### config.mk
export PLATFORM = sky130hd
export DESIGN_NAME = oversample_phase_tracker
export DESIGN_NICKNAME = d
export VERILOG_FILES = /design/src/rtl/opt_pkg.sv /design/src/rtl/opt_edge_hist.sv /design/src/rtl/opt_phase_vote.sv /design/src/rtl/opt_bit_picker.sv /design/src/rtl/oversample_phase_tracker.sv
export SDC_FILE = /design/constraint.sdc
export NUM_CORES = 1
export LEC_CHECK = 0
export BUFFER_PORTS_ARGS = -buffer_cell sky130_fd_sc_hd__buf_2
export CAP_MARGIN = 10
export CORE_MARGIN = 2
export CORE_UTILIZATION = 49
export CTS_CLUSTER_SIZE = 28
export DETAILED_ROUTE_END_ITERATION = 10
export PLACE_DENSITY = 0.78
export SYNTH_ARGS = -nofsm -noshare
export SYNTH_HDL_FRONTEND = slang
export SYNTH_HIERARCHICAL = 1
export SYNTH_SLANG_ARGS = --single-unit
export TNS_END_PERCENT = 10
### constraint.sdc
create_clock -name clk -period 7.4 [get_ports clk]
set_input_delay 0.37 -clock clk [delete_from_list [all_inputs] [get_ports clk]]
set_output_delay 0.37 -clock clk [all_outputs]
set_load 0.03 [all_outputs]
### src/rtl/opt_pkg.sv
`timescale 1ns/1ps
// Shared types of the oversampled phase tracker.
// Assumes the oversampling ratio never exceeds 8, so a phase fits in PHASE_W bits.
package opt_pkg;
    localparam int PHASE_W = 3;

    typedef logic [PHASE_W-1:0] phase_t;

    typedef enum logic {
        VOTE_UNANIMOUS = 1'b0,
        VOTE_MAJORITY  = 1'b1
    } vote_mode_e;

    typedef struct packed {
        phase_t sel;    // working sample phase
        logic   drop;   // next valid word emits one bit fewer
        logic   extra;  // next valid word emits one bit more
    } phase_state_t;
endpackage

### src/rtl/opt_edge_hist.sv
`timescale 1ns/1ps
// Edge histogram: bins every transition between neighbouring samples by phase slot,
// accumulates over WIN_WORDS valid words and, one cycle after a window closes,
// presents the candidate sample phase (furthest slot from the busiest boundary).
// Assumes WIN_WORDS >= 2 and OSR <= 8.
module opt_edge_hist
    import opt_pkg::*;
#(
    parameter int OSR       = 5,
    parameter int NBITS     = 8,
    parameter int WIN_WORDS = 12
) (
    input  logic                 clk,
    input  logic                 rst_n,
    input  logic                 in_valid,
    input  logic [OSR*NBITS-1:0] in_word,
    output logic                 last_sample,
    output phase_t               cand,
    output logic                 cand_valid
);
    localparam int W   = OSR * NBITS;
    localparam int CW  = $clog2(WIN_WORDS * NBITS + 1);
    localparam int WCW = $clog2(WIN_WORDS);
    localparam logic [WCW-1:0] WIN_LAST = WCW'(WIN_WORDS - 1);

    logic [W:0]     ext;
    logic [W-1:0]   flips;
    logic [CW-1:0]  word_hits [OSR];
    logic [CW-1:0]  acc [OSR];
    logic [WCW-1:0] win_cnt;
    logic           done_q;
    phase_t         best;
    logic [CW-1:0]  best_val;

    assign ext   = {in_word, last_sample};
    assign flips = ext[W:1] ^ ext[W-1:0];

    // Count this word's transitions per phase slot.
    always_comb begin
        for (int s = 0; s < OSR; s++) word_hits[s] = '0;
        for (int i = 0; i < W; i++)
            word_hits[(i + OSR - 1) % OSR] = word_hits[(i + OSR - 1) % OSR] + CW'(flips[i]);
    end

    // Keep the last sample of the previous valid word for the carry edge.
    always_ff @(posedge clk) begin
        if (!rst_n)        last_sample <= 1'b0;
        else if (in_valid) last_sample <= in_word[W-1];
    end

    // Track the position inside the window and flag its close.
    always_ff @(posedge clk) begin
        if (!rst_n) begin
            win_cnt <= '0;
            done_q  <= 1'b0;
        end else begin
            done_q <= in_valid && (win_cnt == WIN_LAST);
            if (in_valid) win_cnt <= (win_cnt == WIN_LAST) ? '0 : win_cnt + 1'b1;
        end
    end

    // Accumulate slot counts; restart them the cycle after the window closes.
    always_ff @(posedge clk) begin
        for (int s = 0; s < OSR; s++) begin
            if (!rst_n)        acc[s] <= '0;
            else if (done_q)   acc[s] <= in_valid ? word_hits[s] : '0;
            else if (in_valid) acc[s] <= acc[s] + word_hits[s];
        end
    end

    // Pick the busiest slot, lowest index on a tie.
    always_comb begin
        best     = '0;
        best_val = acc[0];
        for (int s = 1; s < OSR; s++) begin
            if (acc[s] > best_val) begin
                best_val = acc[s];
                best     = phase_t'(s);
            end
        end
    end

    assign cand       = phase_t'((int'(best) + OSR / 2 + 1) % OSR);
    assign cand_valid = done_q;
endmodule

### src/rtl/opt_phase_vote.sv
`timescale 1ns/1ps
// Phase vote: keeps the last VOTES window candidates, moves the working phase when
// the selected voting rule agrees, and marks wraps across the word edge as a pending
// drop or extra bit for the next valid word.
// Assumes candidates are always below OSR.
module opt_phase_vote
    import opt_pkg::*;
#(
    parameter int OSR   = 5,
    parameter int VOTES = 3
) (
    input  logic         clk,
    input  logic         rst_n,
    input  phase_t       cand,
    input  logic         cand_valid,
    input  vote_mode_e   mode,
    input  logic         word_taken,
    output phase_state_t st
);
    localparam int FW = $clog2(VOTES + 1);
    localparam logic [FW-1:0] FULL = FW'(VOTES);

    phase_t        hist [VOTES];
    logic [FW-1:0] fill;
    logic          vote_q;
    logic [FW-1:0] hits [VOTES];
    logic          agree;
    phase_t        target;
    logic          move, drop_new, extra_new, drop_keep, extra_keep;
    phase_t        sel_q;
    logic          pend_drop, pend_extra;

    // Shift in each new candidate and count how many windows are held.
    always_ff @(posedge clk) begin
        if (!rst_n) begin
            for (int j = 0; j < VOTES; j++) hist[j] <= '0;
            fill   <= '0;
            vote_q <= 1'b0;
        end else begin
            vote_q <= cand_valid;
            if (cand_valid) begin
                hist[0] <= cand;
                for (int j = 1; j < VOTES; j++) hist[j] <= hist[j-1];
                if (fill != FULL) fill <= fill + 1'b1;
            end
        end
    end

    // Count for each held candidate how many entries share its value.
    always_comb begin
        for (int j = 0; j < VOTES; j++) begin
            hits[j] = '0;
            for (int k = 0; k < VOTES; k++)
                hits[j] = hits[j] + FW'(hist[k] == hist[j]);
        end
    end

    // Apply the voting rule of the selected mode.
    always_comb begin
        agree  = 1'b0;
        target = hist[0];
        if (mode == VOTE_UNANIMOUS) begin
            agree = (hits[0] == FULL);
        end else begin
            for (int j = VOTES - 1; j >= 0; j--) begin
                if (int'(hits[j]) > VOTES / 2) begin
                    agree  = 1'b1;
                    target = hist[j];
                end
            end
        end
    end

    assign move       = vote_q && (fill == FULL) && agree && (target != sel_q);
    assign drop_new   = (sel_q > target) && (int'(sel_q) - int'(target) > OSR / 2);
    assign extra_new  = (target > sel_q) && (int'(target) - int'(sel_q) > OSR / 2);
    assign drop_keep  = pend_drop & ~word_taken;
    assign extra_keep = pend_extra & ~word_taken;

    // Update the working phase and the pending bit-count adjustment.
    always_ff @(posedge clk) begin
        if (!rst_n) begin
            sel_q      <= phase_t'(OSR / 2);
            pend_drop  <= 1'b0;
            pend_extra <= 1'b0;
        end else if (move) begin
            sel_q      <= target;
            pend_drop  <= (drop_keep & ~extra_new) | (drop_new & ~extra_keep);
            pend_extra <= (extra_keep & ~drop_new) | (extra_new & ~drop_keep);
        end else begin
            pend_drop  <= drop_keep;
            pend_extra <= extra_keep;
        end
    end

    assign st = '{sel: sel_q, drop: pend_drop, extra: pend_extra};
endmodule

### src/rtl/opt_bit_picker.sv
`timescale 1ns/1ps
// Bit picker: takes the sample at the working phase from every bit period of a valid
// word and registers NBITS-1, NBITS or NBITS+1 bits as the phase state demands.
// Assumes last_sample still holds the previous valid word's final sample.
module opt_bit_picker
    import opt_pkg::*;
#(
    parameter int OSR   = 5,
    parameter int NBITS = 8
) (
    input  logic                        clk,
    input  logic                        rst_n,
    input  logic                        in_valid,
    input  logic [OSR*NBITS-1:0]        in_word,
    input  logic                        last_sample,
    input  phase_state_t                st,
    output logic [NBITS:0]              rx_bits,
    output logic [$clog2(NBITS+2)-1:0]  rx_count
);
    localparam int CNTW = $clog2(NBITS + 2);

    logic [NBITS-1:0] picks;

    for (genvar k = 0; k < NBITS; k++) begin : g_pick
        logic [OSR-1:0] grp;
        assign grp      = in_word[OSR*k +: OSR];
        assign picks[k] = grp[st.sel];
    end

    // Register the recovered bits and how many of them are valid.
    always_ff @(posedge clk) begin
        if (!rst_n || !in_valid) begin
            rx_bits  <= '0;
            rx_count <= '0;
        end else if (st.extra) begin
            rx_bits  <= {picks, last_sample};
            rx_count <= CNTW'(NBITS + 1);
        end else if (st.drop) begin
            rx_bits  <= {2'b00, picks[NBITS-1:1]};
            rx_count <= CNTW'(NBITS - 1);
        end else begin
            rx_bits  <= {1'b0, picks};
            rx_count <= CNTW'(NBITS);
        end
    end
endmodule

### src/rtl/oversample_phase_tracker.sv
`timescale 1ns/1ps
// Oversampled phase tracker top: edge histogram, phase vote and bit picker in a row.
// Assumes in_word is blindly sampled at OSR evenly spaced phases per bit period.
module oversample_phase_tracker
    import opt_pkg::*;
#(
    parameter int OSR       = 5,
    parameter int NBITS     = 8,
    parameter int WIN_WORDS = 12,
    parameter int VOTES     = 3
) (
    input  logic                        clk,
    input  logic                        rst_n,
    input  logic                        cfg_majority,
    input  logic                        in_valid,
    input  logic [OSR*NBITS-1:0]        in_word,
    output logic [NBITS:0]              rx_bits,
    output logic [$clog2(NBITS+2)-1:0]  rx_count
);
    logic         last_sample;
    phase_t       cand;
    logic         cand_valid;
    phase_state_t st;

    opt_edge_hist #(.OSR(OSR), .NBITS(NBITS), .WIN_WORDS(WIN_WORDS)) u_hist (
        .clk         (clk),
        .rst_n       (rst_n),
        .in_valid    (in_valid),
        .in_word     (in_word),
        .last_sample (last_sample),
        .cand        (cand),
        .cand_valid  (cand_valid)
    );

    opt_phase_vote #(.OSR(OSR), .VOTES(VOTES)) u_vote (
        .clk        (clk),
        .rst_n      (rst_n),
        .cand       (cand),
        .cand_valid (cand_valid),
        .mode       (vote_mode_e'(cfg_majority)),
        .word_taken (in_valid),
        .st         (st)
    );

    opt_bit_picker #(.OSR(OSR), .NBITS(NBITS)) u_pick (
        .clk         (clk),
        .rst_n       (rst_n),
        .in_valid    (in_valid),
        .in_word     (in_word),
        .last_sample (last_sample),
        .st          (st),
        .rx_bits     (rx_bits),
        .rx_count    (rx_count)
    );
endmodule

==> summary.md <==
| Metric | Value |
|---|---|
| Result of the run | finished, final reports clean |
| I/O Pins | 57 |
| Number of buffers created by CTS | 9 |
| Post-route core utilization | 0.563 |
| Combined buffer and inverter count along the critical path | 1 |
| Fraction of layout instances using a drive strength above 1 | 0.182 |
| Routed wire length | 16500 um |
| Clock transition at the register clock pins on the worst setup and hold paths after CTS | 0.06 ns |
| Slew Limit Fails | 0 |
| Routed via count | 5306 |
| Core Box Area | approximately 0.013 sq mm |
| CTS max path bufs | 2 |
| Max FO, Critical Path | 7 |
| Seq/Total Area, Yosys | 0.280 |
| Tightest Hold Check Type | input port to flip-flop |
| Number of register bits inferred by synthesis | 70 |
| Synthesized netlist net count | approximately 800 |
| Critical path's top delay family | simple AND/OR/NAND/NOR gates |
| Switching share of total power | 0.427 |
| Async set-reset flop share out of synthesis | 0 |
| Hold Vio Cnt, Final | 0 |
| Hold bufs inserted after CTS | 0 |
| Cells after synthesis | 657 |
| Area added between synthesis and finish | 12.8% |
| Worst path most repeated cell | ha_1 |
| Final Wtd Congestion | 0.955 |
| Number of buffers added on ports | 56 |
| Peak per-stage delay on the critical path | 0.49 ns |
| Tightest hold margin | around 0.36 ns |
| Die width | about 120 um |
| Clk_lat worst skew | 0.35 ns |
| Initial antenna violation count | 0 |
| Die area | 0.0144 sq mm |
| Router iterations before antenna repair | 5 |
| Number of library cell types mapped by synthesis | 73 |
| Sequential share of power | 0.207 |
| Count of antenna-violating nets left after detailed routing | 0 |
| Remaining global-route overflow | 0 |
| CTS tree | yes |
| Cell leakage power | 3.17 nW |
| Post-DR vias/cell | 5.94 |
| Most frequently used flop master after synthesis | edfxtp_1 |
| Highest Clock Rate | 141 MHz |
| Worst path arrival time | 7.31 ns |
| Starting density of the core | 0.499 |
| Post-detailed-placement half-perimeter wirelength | 12800 um |
| Maximum number of pins on one net before global-route repair | 34 |
| NetSw | 0.00114 W |
| Final routed DRC violation total | 0 |
| Critical Path Source Type | flip-flop |
| Number of placement rows | 42 |
| RSZ-0062 raised after global routing | no |
| Syn avg cell area | 10.0 sq um |
| Clock power frac | 0.175 |
| Total number of nets in the final design | about 860 |
| Number of global-route vias before repair | 5450 |
| Clock period minus final worst setup slack | 7.10 ns |
| Least-Margin Pin Slew | 0.805 ns |
| Global-route usage over all layers | 0.238 |
| Final worst path period share | 0.959 |
| Final number of setup-violating endpoints | 0 |
| Max Cap Violations | 0 |
| TritonCTS Sinks | 70 |
| Fill cell total of the finished layout | 1105 |
| Total area of multi-input combinational cells | 0.00458 sq mm |
| Register Area | 0.00184 sq mm |
| Largest clock skew in the final design | about 0.0078 ns |
| Internal | 0.00152 W |
| Combinational share of power | 0.618 |
| Warnings, synthesis | 6 |
| Total power | 0.00266 W |
| Average routed wire per standard cell | around 18 um |
| Tightest slew margin relative to the limit | 0.463 |
| Antenna diode instance count | 0 |
| Count of routing violations after the opening detailed-route iteration | 346 |
| CP Class | flip-flop to flip-flop |
| Type of element capturing the critical path | flip-flop |
| Wire length of the first global-routing pass | 26900 um |
| Height of the chip | between 100 and 150 um |
| Slowest cell on crit path | or3_2 |
| Post-synth design cell area | 0.00658 sq mm |
| Clock root buffer | clkbuf_16 |
| Required time of the critical path | 7.61 ns |
| Peak supply drop | 266 uV |
| Power density over the cells | 358 mW/mm^2 |
| Number of H-tree levels | 3 |
| EDFF count, synth | 44 |
cell usage in the layout (no fill, tap or decap), types with 7 or more instances in the layout:
cell       netlist  layout
a211oi_1         8       8
a21o_1          19      19
a21oi_1         47      43
a21oi_2          3       7
and3_1           8       8
buf_2            0      56
buf_4            4       8
clkbuf_16        0      10
dfxtp_1         26      26
edfxtp_1        44      44
fa_1            29      29
ha_1            72      72
inv_1           33      33
mux2i_1         36      32
nand2_1         22      21
nand3_1          9       9
nor2_1          48      48
nor2b_1         26      26
nor3_1           9       9
o21ai_0         23      22
o221ai_1         7       7
o22ai_1          8       8
xnor2_1         10      10
xor2_1          60      60
metal layers:
metal / vias up / track usage / share of wire
met5: - / 0 / 0
met4: 0 / 0.101 / 0.021
met3: 30 / 0.0452 / 0.051
met2: 143 / 0.408 / 0.51
met1: 2621 / 0.291 / 0.42
li1: 2512 / - / -
what timing repair did:
item | in CTS | in global routing
pin swaps | 1 | 1
setup endpoints to repair | 2 | 2
cloned | 0 | 0
resized for setup | 4 | 14
buffers inserted | 2 | 1
cell usage after synthesis (3+ instances only):
master | count | share of area
a21boi_0 | 3 | 0.0034
buf_4 | 4 | 0.0046
o221ai_1 | 7 | 0.0093
nand2b_1 | 5 | 0.0048
edfxtp_1 | 44 | 0.20
nand3b_1 | 3 | 0.0034
ha_1 | 72 | 0.14
a221oi_1 | 5 | 0.0067
and3_1 | 8 | 0.0076
o22ai_1 | 8 | 0.0076
mux2i_1 | 36 | 0.055
nand3_1 | 9 | 0.0068
and3_2 | 3 | 0.0034
inv_1 | 33 | 0.019
o21ai_0 | 23 | 0.017
buf_6 | 4 | 0.0068
nor2_1 | 48 | 0.027
a21oi_2 | 3 | 0.0040
xor2_1 | 60 | 0.080
nor2b_1 | 26 | 0.025
clkbuf_1 | 9 | 0.0051
xnor2_1 | 10 | 0.013
a21o_1 | 19 | 0.022
nor3_1 | 9 | 0.0068
a31oi_1 | 4 | 0.0038
nand2_1 | 22 | 0.013
dfxtp_1 | 26 | 0.079
fa_1 | 29 | 0.088
or3_1 | 5 | 0.0048
nor3_2 | 3 | 0.0046
a311oi_1 | 4 | 0.0053
mux2_2 | 5 | 0.0086
a211oi_1 | 8 | 0.0091
a21oi_1 | 47 | 0.036
nand4_1 | 3 | 0.0029
stage by stage:
step / worst slack [ns] / cell area (sq um) / cells / setup TNS [ns]
2_1_floorplan: 0.552 / 6580 / 657 / 0
3_3_place_gp: 0.242 / 7000 / 875 / 0
3_5_place_dp: -0.172 / 7000 / 875 / -0.339
4_1_cts: 0.125 / 7360 / 893 / 0
5_1_grt: 0.00780 / 7420 / 894 / 0
6_report: 0.301 / 7420 / 894 / 0
registers in the layout, summed over array words and instances (netlist names), 2 cells and up:
signal / flops
u_hist/win_cnt: 4
u_hist/acc: 35
u_pick/rx_count: 3
u_vote/fill: 2
u_vote/sel_q: 3
u_pick/rx_bits: 9
u_vote/hist: 9
power by group through the flow:
stage | sequential [W] | clock [W] | combinational (W)
final | 0.000550 | 0.000464 | 0.00164
after global routing | 0.000558 | 0.000488 | 0.00185
after CTS | 0.000548 | 0.000473 | 0.00159
after detailed placement | 0.000556 | 0 | 0.00155
after global placement | 0.000552 | 0 | 0.00145
after floorplan | 0.000539 | 0 | 0.00121
tightest hold or removal path, delay by kind of cell:
kind                   cells  cell delay [ns]
AND/OR/NAND/NOR            1             0.09
buffers and inverters      1             0.13
multiplexers               1             0.08
layout make-up:
cell class | count | share of cell area
Tap cell | 176 | 0.0297
Inverter | 33 | 0.0167
Multi-Input combinational cell | 535 | 0.617
Sequential cell | 70 | 0.248
Clock buffer | 10 | 0.0337
Clock inverter | 6 | 0.00910
Timing Repair Buffer | 64 | 0.0458
final timing paths:
kind,from,end,slack (ns),cells past startpoint
max,u_hist/acc[0][4],u_vote/hist[0][2],0.30,29
min,in_word[39],u_hist/last_sample,0.36,3
max reg2reg,u_hist/acc[0][4],u_vote/hist[0][2],0.30,29
min reg2reg,u_vote/fill[1],u_vote/fill[1],0.51,2
kinds of logic (layout without fill, tap and decap cells):
logic type,count (synthesis),count (layout),synth area share
flip-flops,70,70,0.280
AO/OA/AOI/OAI,157,157,0.161
XOR/XNOR,70,70,0.0931
AND/OR/NAND/NOR,164,164,0.137
adder cells (fa/ha/maj),101,101,0.225
multiplexers,43,43,0.0667
buffers and inverters,52,113,0.0365
(Power assumes the default switching activity.)
